==> config.mk <==
export PLATFORM = sky130hd
export DESIGN_NAME = gpe_evt_ctrl
export DESIGN_NICKNAME = d
export VERILOG_FILES = /design/src/rtl/gpe_pkg.sv /design/src/rtl/gpe_status_bank.sv /design/src/rtl/gpe_enable_bank.sv /design/src/rtl/gpe_route.sv /design/src/rtl/gpe_evt_ctrl.sv
export SDC_FILE = /design/constraint.sdc
export NUM_CORES = 1
export LEC_CHECK = 0
export ABC_AREA = 1
export CORE_MARGIN = 2
export CORE_UTILIZATION = 52
export DETAILED_ROUTE_END_ITERATION = 10
export MAX_ROUTING_LAYER = met4
export PLACE_DENSITY_LB_ADDON = 0.1
export RECOVER_POWER = 50
export SYNTH_ARGS = -nofsm -noshare
export SYNTH_HDL_FRONTEND = slang
export SYNTH_HIERARCHICAL = 1
export SYNTH_SLANG_ARGS = --single-unit
export TNS_END_PERCENT = 50
==> constraint.sdc <==
create_clock -name clk -period 2.4 [get_ports clk]
set_input_delay 0.48 -clock clk [delete_from_list [all_inputs] [get_ports clk]]
set_output_delay 0.48 -clock clk [all_outputs]
set_load 0.01 [all_outputs]
==> src/rtl/gpe_pkg.sv <==
package gpe_pkg;

    localparam int GPE_W = 32;

    typedef logic [GPE_W-1:0] gpe_vec_t;

    typedef enum logic {
        SEL_STS = 1'b0,
        SEL_EN  = 1'b1
    } gpe_sel_e;

    // Bit classes; positions matter because status and enable pair by index.
    localparam gpe_vec_t RSVD_MASK   = 32'h0000_C680;
    localparam gpe_vec_t IMPL_MASK   = ~RSVD_MASK;
    localparam gpe_vec_t SCI_MASK    = 32'hFFFF_284F;
    localparam gpe_vec_t WAKE_MASK   = 32'hFFFF_3930;
    localparam gpe_vec_t RTC_MASK    = 32'h0000_2900;
    localparam gpe_vec_t RESUME_MASK = IMPL_MASK & ~RTC_MASK;
    localparam gpe_vec_t PBO_KEEP    = 32'h0000_2100;
    localparam gpe_vec_t PBO_CLR     = IMPL_MASK & ~PBO_KEEP;
    localparam gpe_vec_t HARD_CLR    = RESUME_MASK;

    typedef struct packed {
        logic impl;
        logic rtc;
        logic pbo_clr;
        logic hard_clr;
    } gpe_rule_t;

    function automatic gpe_rule_t gpe_rule(input int idx);
        gpe_rule_t r;
        r.impl     = IMPL_MASK[idx];
        r.rtc      = RTC_MASK[idx];
        r.pbo_clr  = PBO_CLR[idx];
        r.hard_clr = HARD_CLR[idx];
        return r;
    endfunction

endpackage

==> src/rtl/gpe_status_bank.sv <==
module gpe_status_bank
    import gpe_pkg::*;
(
    input  logic     clk,
    input  logic     rst_resume,
    input  logic     rst_rtc,
    input  logic     clr_wr,
    input  gpe_vec_t clr_data,
    input  gpe_vec_t pulse,
    output gpe_vec_t sts_q
);

    for (genvar i = 0; i < GPE_W; i++) begin : g_bit
        localparam gpe_rule_t RULE = gpe_rule(i);
        if (RULE.impl) begin : g_impl
            logic dom_rst;
            logic bit_q;
            assign dom_rst = RULE.rtc ? rst_rtc : rst_resume;
            always_ff @(posedge clk) begin
                if (dom_rst)
                    bit_q <= 1'b0;
                else if (pulse[i])
                    bit_q <= 1'b1;
                else if (clr_wr && clr_data[i])
                    bit_q <= 1'b0;
            end
            assign sts_q[i] = bit_q;
        end else begin : g_rsvd
            logic unused_in;
            assign unused_in = pulse[i] ^ clr_data[i];
            assign sts_q[i]  = 1'b0;
        end
    end

    // a write of ones leaves those bits clear when no pulse competes
    a_r3_w1c_clears: assert property (@(posedge clk)
        disable iff (rst_resume || rst_rtc)
        (clr_wr && pulse == '0) |=> ((sts_q & $past(clr_data)) == '0));

    // a pulse always lands, even against a same-cycle clear
    a_r4_set_wins: assert property (@(posedge clk)
        disable iff (rst_resume || rst_rtc)
        (pulse != '0) |=> ((sts_q & $past(pulse & IMPL_MASK)) == $past(pulse & IMPL_MASK)));

    // reserved status bits never rise
    a_r2_sts_rsvd: assert property (@(posedge clk)
        disable iff (rst_resume || rst_rtc)
        (pulse != '0) |=> ((sts_q & RSVD_MASK) == '0));

endmodule

==> src/rtl/gpe_enable_bank.sv <==
module gpe_enable_bank
    import gpe_pkg::*;
(
    input  logic     clk,
    input  logic     rst_resume,
    input  logic     rst_rtc,
    input  logic     pbo_evt,
    input  logic     hard_rst,
    input  logic     en_wr,
    input  gpe_vec_t en_data,
    output gpe_vec_t en_q
);

    for (genvar i = 0; i < GPE_W; i++) begin : g_bit
        localparam gpe_rule_t RULE = gpe_rule(i);
        if (RULE.impl) begin : g_impl
            logic dom_rst;
            logic bit_q;
            assign dom_rst = RULE.rtc ? rst_rtc : rst_resume;
            always_ff @(posedge clk) begin
                if (dom_rst)
                    bit_q <= 1'b0;
                else if (pbo_evt && RULE.pbo_clr)
                    bit_q <= 1'b0;
                else if (hard_rst && RULE.hard_clr)
                    bit_q <= 1'b0;
                else if (en_wr)
                    bit_q <= en_data[i];
            end
            assign en_q[i] = bit_q;
        end else begin : g_rsvd
            logic unused_in;
            assign unused_in = en_data[i];
            assign en_q[i]   = 1'b0;
        end
    end

    // override leaves only the two protected enables
    a_r9_pbo_clear: assert property (@(posedge clk)
        disable iff (rst_resume || rst_rtc)
        pbo_evt |=> ((en_q & PBO_CLR) == '0));

    // hard reset empties the resume-domain enables
    a_r10_hard_clear: assert property (@(posedge clk)
        disable iff (rst_resume || rst_rtc)
        hard_rst |=> ((en_q & RESUME_MASK) == '0));

    // RTC-domain enables ride through a hard reset
    a_r10_rtc_keep: assert property (@(posedge clk)
        disable iff (rst_resume || rst_rtc)
        (hard_rst && !pbo_evt && !en_wr) |=> ((en_q & RTC_MASK) == $past(en_q & RTC_MASK)));

    // RTC reset leaves resume-domain enables alone
    a_r8_resume_keep: assert property (@(posedge clk)
        disable iff (rst_resume)
        (rst_rtc && !pbo_evt && !hard_rst && !en_wr)
        |=> ((en_q & RESUME_MASK) == $past(en_q & RESUME_MASK)));

endmodule

==> src/rtl/gpe_route.sv <==
module gpe_route
    import gpe_pkg::*;
(
    input  logic     clk,
    input  logic     rst_any,
    input  gpe_vec_t sts_q,
    input  gpe_vec_t en_q,
    output logic     sci_q,
    output logic     wake_q
);

    gpe_vec_t armed;
    assign armed = sts_q & en_q;

    always_ff @(posedge clk) begin
        if (rst_any) begin
            sci_q  <= 1'b0;
            wake_q <= 1'b0;
        end else begin
            sci_q  <= |(armed & SCI_MASK);
            wake_q <= |(armed & WAKE_MASK);
        end
    end

    // nothing armed on an SCI position means no SCI next cycle
    a_r5_sci_quiet: assert property (@(posedge clk)
        disable iff (rst_any)
        ((armed & SCI_MASK) == '0) |=> !sci_q);

    // nothing armed on a wake position means no wake next cycle
    a_r6_wake_quiet: assert property (@(posedge clk)
        disable iff (rst_any)
        ((armed & WAKE_MASK) == '0) |=> !wake_q);

endmodule

==> src/rtl/gpe_evt_ctrl.sv <==
module gpe_evt_ctrl
    import gpe_pkg::*;
(
    input  logic        clk,
    input  logic        rst_resume,
    input  logic        rst_rtc,
    input  logic        pbo_evt,
    input  logic        hard_rst,
    input  logic        reg_wr_en,
    input  logic        reg_sel,
    input  logic [31:0] reg_wdata,
    output logic [31:0] reg_rdata,
    input  logic [31:0] evt_pulse,
    output logic        sci_o,
    output logic        wake_o
);

    gpe_sel_e sel;
    gpe_vec_t sts_q;
    gpe_vec_t en_q;
    logic     sts_wr;
    logic     en_wr;

    assign sel    = gpe_sel_e'(reg_sel);
    assign sts_wr = reg_wr_en && (sel == SEL_STS);
    assign en_wr  = reg_wr_en && (sel == SEL_EN);

    gpe_status_bank u_sts (
        .clk        (clk),
        .rst_resume (rst_resume),
        .rst_rtc    (rst_rtc),
        .clr_wr     (sts_wr),
        .clr_data   (reg_wdata),
        .pulse      (evt_pulse),
        .sts_q      (sts_q)
    );

    gpe_enable_bank u_en (
        .clk        (clk),
        .rst_resume (rst_resume),
        .rst_rtc    (rst_rtc),
        .pbo_evt    (pbo_evt),
        .hard_rst   (hard_rst),
        .en_wr      (en_wr),
        .en_data    (reg_wdata),
        .en_q       (en_q)
    );

    gpe_route u_route (
        .clk     (clk),
        .rst_any (rst_resume || rst_rtc),
        .sts_q   (sts_q),
        .en_q    (en_q),
        .sci_q   (sci_o),
        .wake_q  (wake_o)
    );

    assign reg_rdata = (sel == SEL_EN) ? en_q : sts_q;

    // reserved positions read zero through the port
    a_r2_read_rsvd: assert property (@(posedge clk)
        disable iff (rst_resume || rst_rtc)
        reg_wr_en |=> ((reg_rdata & RSVD_MASK) == '0));

endmodule

# Yosys cells after proc, flatten, opt, wreduce, memory -nomap -nowiden
# Index checks and enable logic that the tools add are counted.
[totals]
regBits = 56
word_cells = 174
[op_classes]
muxes = 55
bitwise_logic = 2
reduce_logical = 61
[ops]
columns = ["cell", "count"]
rows = [
  ["2-to-1 mux 1 bit", 54],
  ["nonzero test 2 bit", 27],
  ["bitwise AND 32 bit", 1],
  ["2-to-1 mux 32 bit", 1],
  ["logical AND 1 bit", 29],
  ["OR reduction 23 bit", 1],
  ["OR reduction 22 bit", 1],
  ["OR reduction 3 bit", 1],
  ["OR reduction 2 bit", 1],
  ["logical OR 1 bit", 1],
  ["inverter 1 bit", 1],
]

# Longest topological paths before layout
[depth]
word_depth = 5
ltp_mapped = 10
depth_no_buf = 6

# Modules after synthesis
# The synthesis kept the hierarchy.
[modules_own_cells]
columns = ["module", "n_inst", "cells_per_inst", "area_each_um2", "seq_area_each_um2"]
rows = [
  ["gpe_enable_bank", 1, 226, 1502.7, 540.5],
  ["gpe_status_bank", 1, 173, 1442.6, 540.5],
  ["gpe_evt_ctrl", 1, 109, 495.5, 0.0],
  ["gpe_route", 1, 55, 249.0, 40.0],
]

# Worst setup path after synthesis
# Ideal clock, no wire load.
[synth_timing]
path_type = "input to output"
startpoint = "input reg_sel"
endpoint = "output reg_rdata[0]"
arrival_time_ns = 0.917
setup_slack_ns = 1.003
path_stages = 5
n_path_buf = 2
cell_sequence = "buf_6 > inv_6 > buf_12 > nand2_2 > nand2_1"
[synth_via]
elab_chain_cells = 1
[synth_rtl]
columns = ["element", "line", "source"]
rows = [
  ["from (decl)", "gpe_evt_ctrl.sv:10", "input logic reg_sel,"],
  ["2-to-1 mux 32 bit", "gpe_evt_ctrl.sv:58", "assign reg_rdata = (sel == SEL_EN) ? en_q : sts_q;"],
  ["to (decl)", "gpe_evt_ctrl.sv:12", "output logic [31:0] reg_rdata,"],
]
# Every way passes these cells.

# Worst setup path after layout
[layout_timing]
startpoint = "input reg_sel"
endpoint = "output reg_rdata[18]"
# Same word-level chain as after synthesis.

==> run metrics <==
CP startpoint reg_sel; setup TNS 0 ns; clk_lat worst skew 0.30 ns; clk slew on worst S/H paths 0.09 ns; CTS Buffer Depth 2; HP Class flop to flop; largest family of logic cells by synthesized area simple AND/OR/NAND/NOR gates; Clock Sinks 56; leakage 0.002061 µW; Adder-Cell Fraction of Synth Area 0%; layout cells sized above 1 12.46%; Power Density 468.6 nW/µm²; area leader, netlist dfxtp_1; 1st-pass router iterations 4; asr flop ratio synth 0%; Die Ht 88.24 µm; root buf cell clkbuf_8; Synth Area in Compound Gates 6.375%; commonest cells in the synthesized netlist nand2_1 (175), inv_1 (82), nor2_1 (79); DP HPWL 5548 µm; Yosys warning count 6; Mapped Cells 563; drt via density 4.375; Nets 664; die area 7785 µm²; Worst Setup Path Type input port to output pin; grt ovf 0; top-level I/O count 105; global-route wire length before repair 12360 µm; H-Tree Depth 2; DRC viols 0; Critical Path AT 1.69 ns; final hold vios 0; initial antenna violation count 0; Synth top area share 30.38%; post-synthesis mux area share 0%; Cell variety after synth 19; most used standard cell by instance count after synthesis nand2_1; crit path buf inv count 3; Required @ worst endpoint 1.92 ns; cell mode on critical path nand2_1; Area contributors post-synth dfxtp_1 (30%), nand2_1 (18%), buf_4 (14%); largest net degree at the start of global routing 33; FF+latch area 1121 µm²; delay-heaviest family, CP buffers and inverters; GRT Total Usage 20.58%; antenna diode count 0; Mapped Area 3690 µm²; post-CTS setup buffer count 0; Crit Path Max Fanout 20; die width 88.24 µm; 1st-iter DRT viols 130; Setup Viol. Count Final 0; register area share after synthesis 30.38%; Starting Density 54.01%; Post-Synth Simple-Gate Area 34.79%; P&R area growth vs syn 11.77%; Tmin final 2.172 ns; CP Cell Sequence buf_2 -> buf_4 -> nand2_1 -> nand2_1 -> clkdlybuf4s50_1; post-route clock period utilization 90.48%; CP max stage delay 0.53 ns; top_reg_cell synth dfxtp_1; unrepaired setup endpoints after global routing false; Post-Synth XOR/XNOR Area 0%; max_cap viols 0; Max Freq 460.5 MHz; vias in the first global route 2848; hold buffers post-CTS 0; number of port buffers 89; placed cell count 682; drt wl/cell 10.96 µm; non-filler cells, final 690; Post-synth EDFFs 0; max-slew violations 0; Post-Route WL 7562 µm; Core ar. 6832 µm²; critical path startpoint category input port; Peak VDD IR 0.2822 mV; Synth Area per Inst 6.554 µm²; min-delay src u_sts/g_bit[17].g_impl.bit_q; Fill cells 697; CP max stage cell clkdlybuf4s50_1; Worst Setup End Kind output pin; via count 3019; CTS tree yes; CTS Buf Count 5; synthesis-stage register bit count 56; clock skew 0.004588 ns; Post-DRT Antenna Nets 0; Rel. slew slack 25.70%; status completed; CTS resizes 0; RD Place Congestion 0.7834; area of the multi-input gates 1533 µm²; RR Startpoint u_sts/g_bit[26].g_impl.bit_q; num rows 30; slew of the pin with the lowest slew margin 1.114 ns
layer usage:
metal | global-route usage, % | share of wire, %
met5 | - | 0
met4 | 4.408 | 0.58
met1 | 25.68 | 46
met2 | 35.06 | 48
met3 | 3.545 | 5.2
placed cells by master, fill, tap and decap left out:
| cell | n |
|---|---|
| a21oi_1 | 14 |
| a21oi_2 | 17 |
| buf_2 | 1 |
| buf_4 | 5 |
| clkbuf_1 | 6 |
| clkbuf_2 | 1 |
| clkbuf_8 | 6 |
| clkdlybuf4s50_1 | 84 |
| clkinv_1 | 1 |
| conb_1 | 10 |
| dfxtp_1 | 56 |
| dlygate4sd3_1 | 4 |
| inv_1 | 81 |
| inv_6 | 1 |
| nand2_1 | 183 |
| nand2_2 | 35 |
| nand2_4 | 1 |
| nand4_1 | 2 |
| nor2_1 | 78 |
| nor2_2 | 5 |
| nor2_4 | 1 |
| o21ai_0 | 1 |
| or2_2 | 1 |
logic make-up after synthesis:
| logic type | count (synthesis) |
|---|---|
| and+or+nand+nor | 306 |
| DFF | 56 |
| buffers and inverters | 167 |
| AOI/OAI and AO/OA | 32 |
| other | 2 |
stage by stage:
step	instance area, µm²	utilization [%]	setup WS (ns)	hold slack [ns]	power (µW)
finish	4124	60.37	0.2285	0.4831	1933
global route	4124	60.37	0.1331	0.5046	2022
global placement	4083	59.76	0.1482	0.4652	1428
CTS	4173	61.08	0.2025	0.4890	1957
floorplan	3720	-	1.003	0.4331	1312
detailed placement	4083	59.76	0.1580	0.4734	1433
power by group:
group | total (µW) | internal [µW] | switching, µW
clock | 534 | 237 | 297
combinational | 397 | 203 | 194
sequential | 1000 | 970 | 31.9
total | 1930 | 1410 | 523
sequential cells by signal, indices dropped and copies added (netlist names):
name / cells
u_en/g_bit.g_impl.bit_q: 27
u_route/wake_q: 1
u_route/sci_q: 1
u_sts/g_bit.g_impl.bit_q: 27
tightest hold or removal path, delay by kind of cell, from the launching register on:
kind            cells  cell delay [ns]
flops               1             0.33
simple gates        1             0.06
compound gates      1             0.05
worst paths after layout:
path	to	slack (ns)	depth (start not counted)
min	u_sts/g_bit[17].g_impl.bit_q	0.48	2
max reg2reg	u_route/sci_q	1.42	6
max	reg_rdata[18]	0.23	5
min reg2reg	u_sts/g_bit[17].g_impl.bit_q	0.48	2
layout make-up:
type | instances | share of cell area, %
clock buffer | 8 | 2.184
inverter | 83 | 7.676
multi-input combinational | 348 | 37.17
sequential | 56 | 27.18
tap | 96 | 2.913
timing repair buffer | 99 | 22.88
Note: power is estimated with default switching activity, not from simulation.
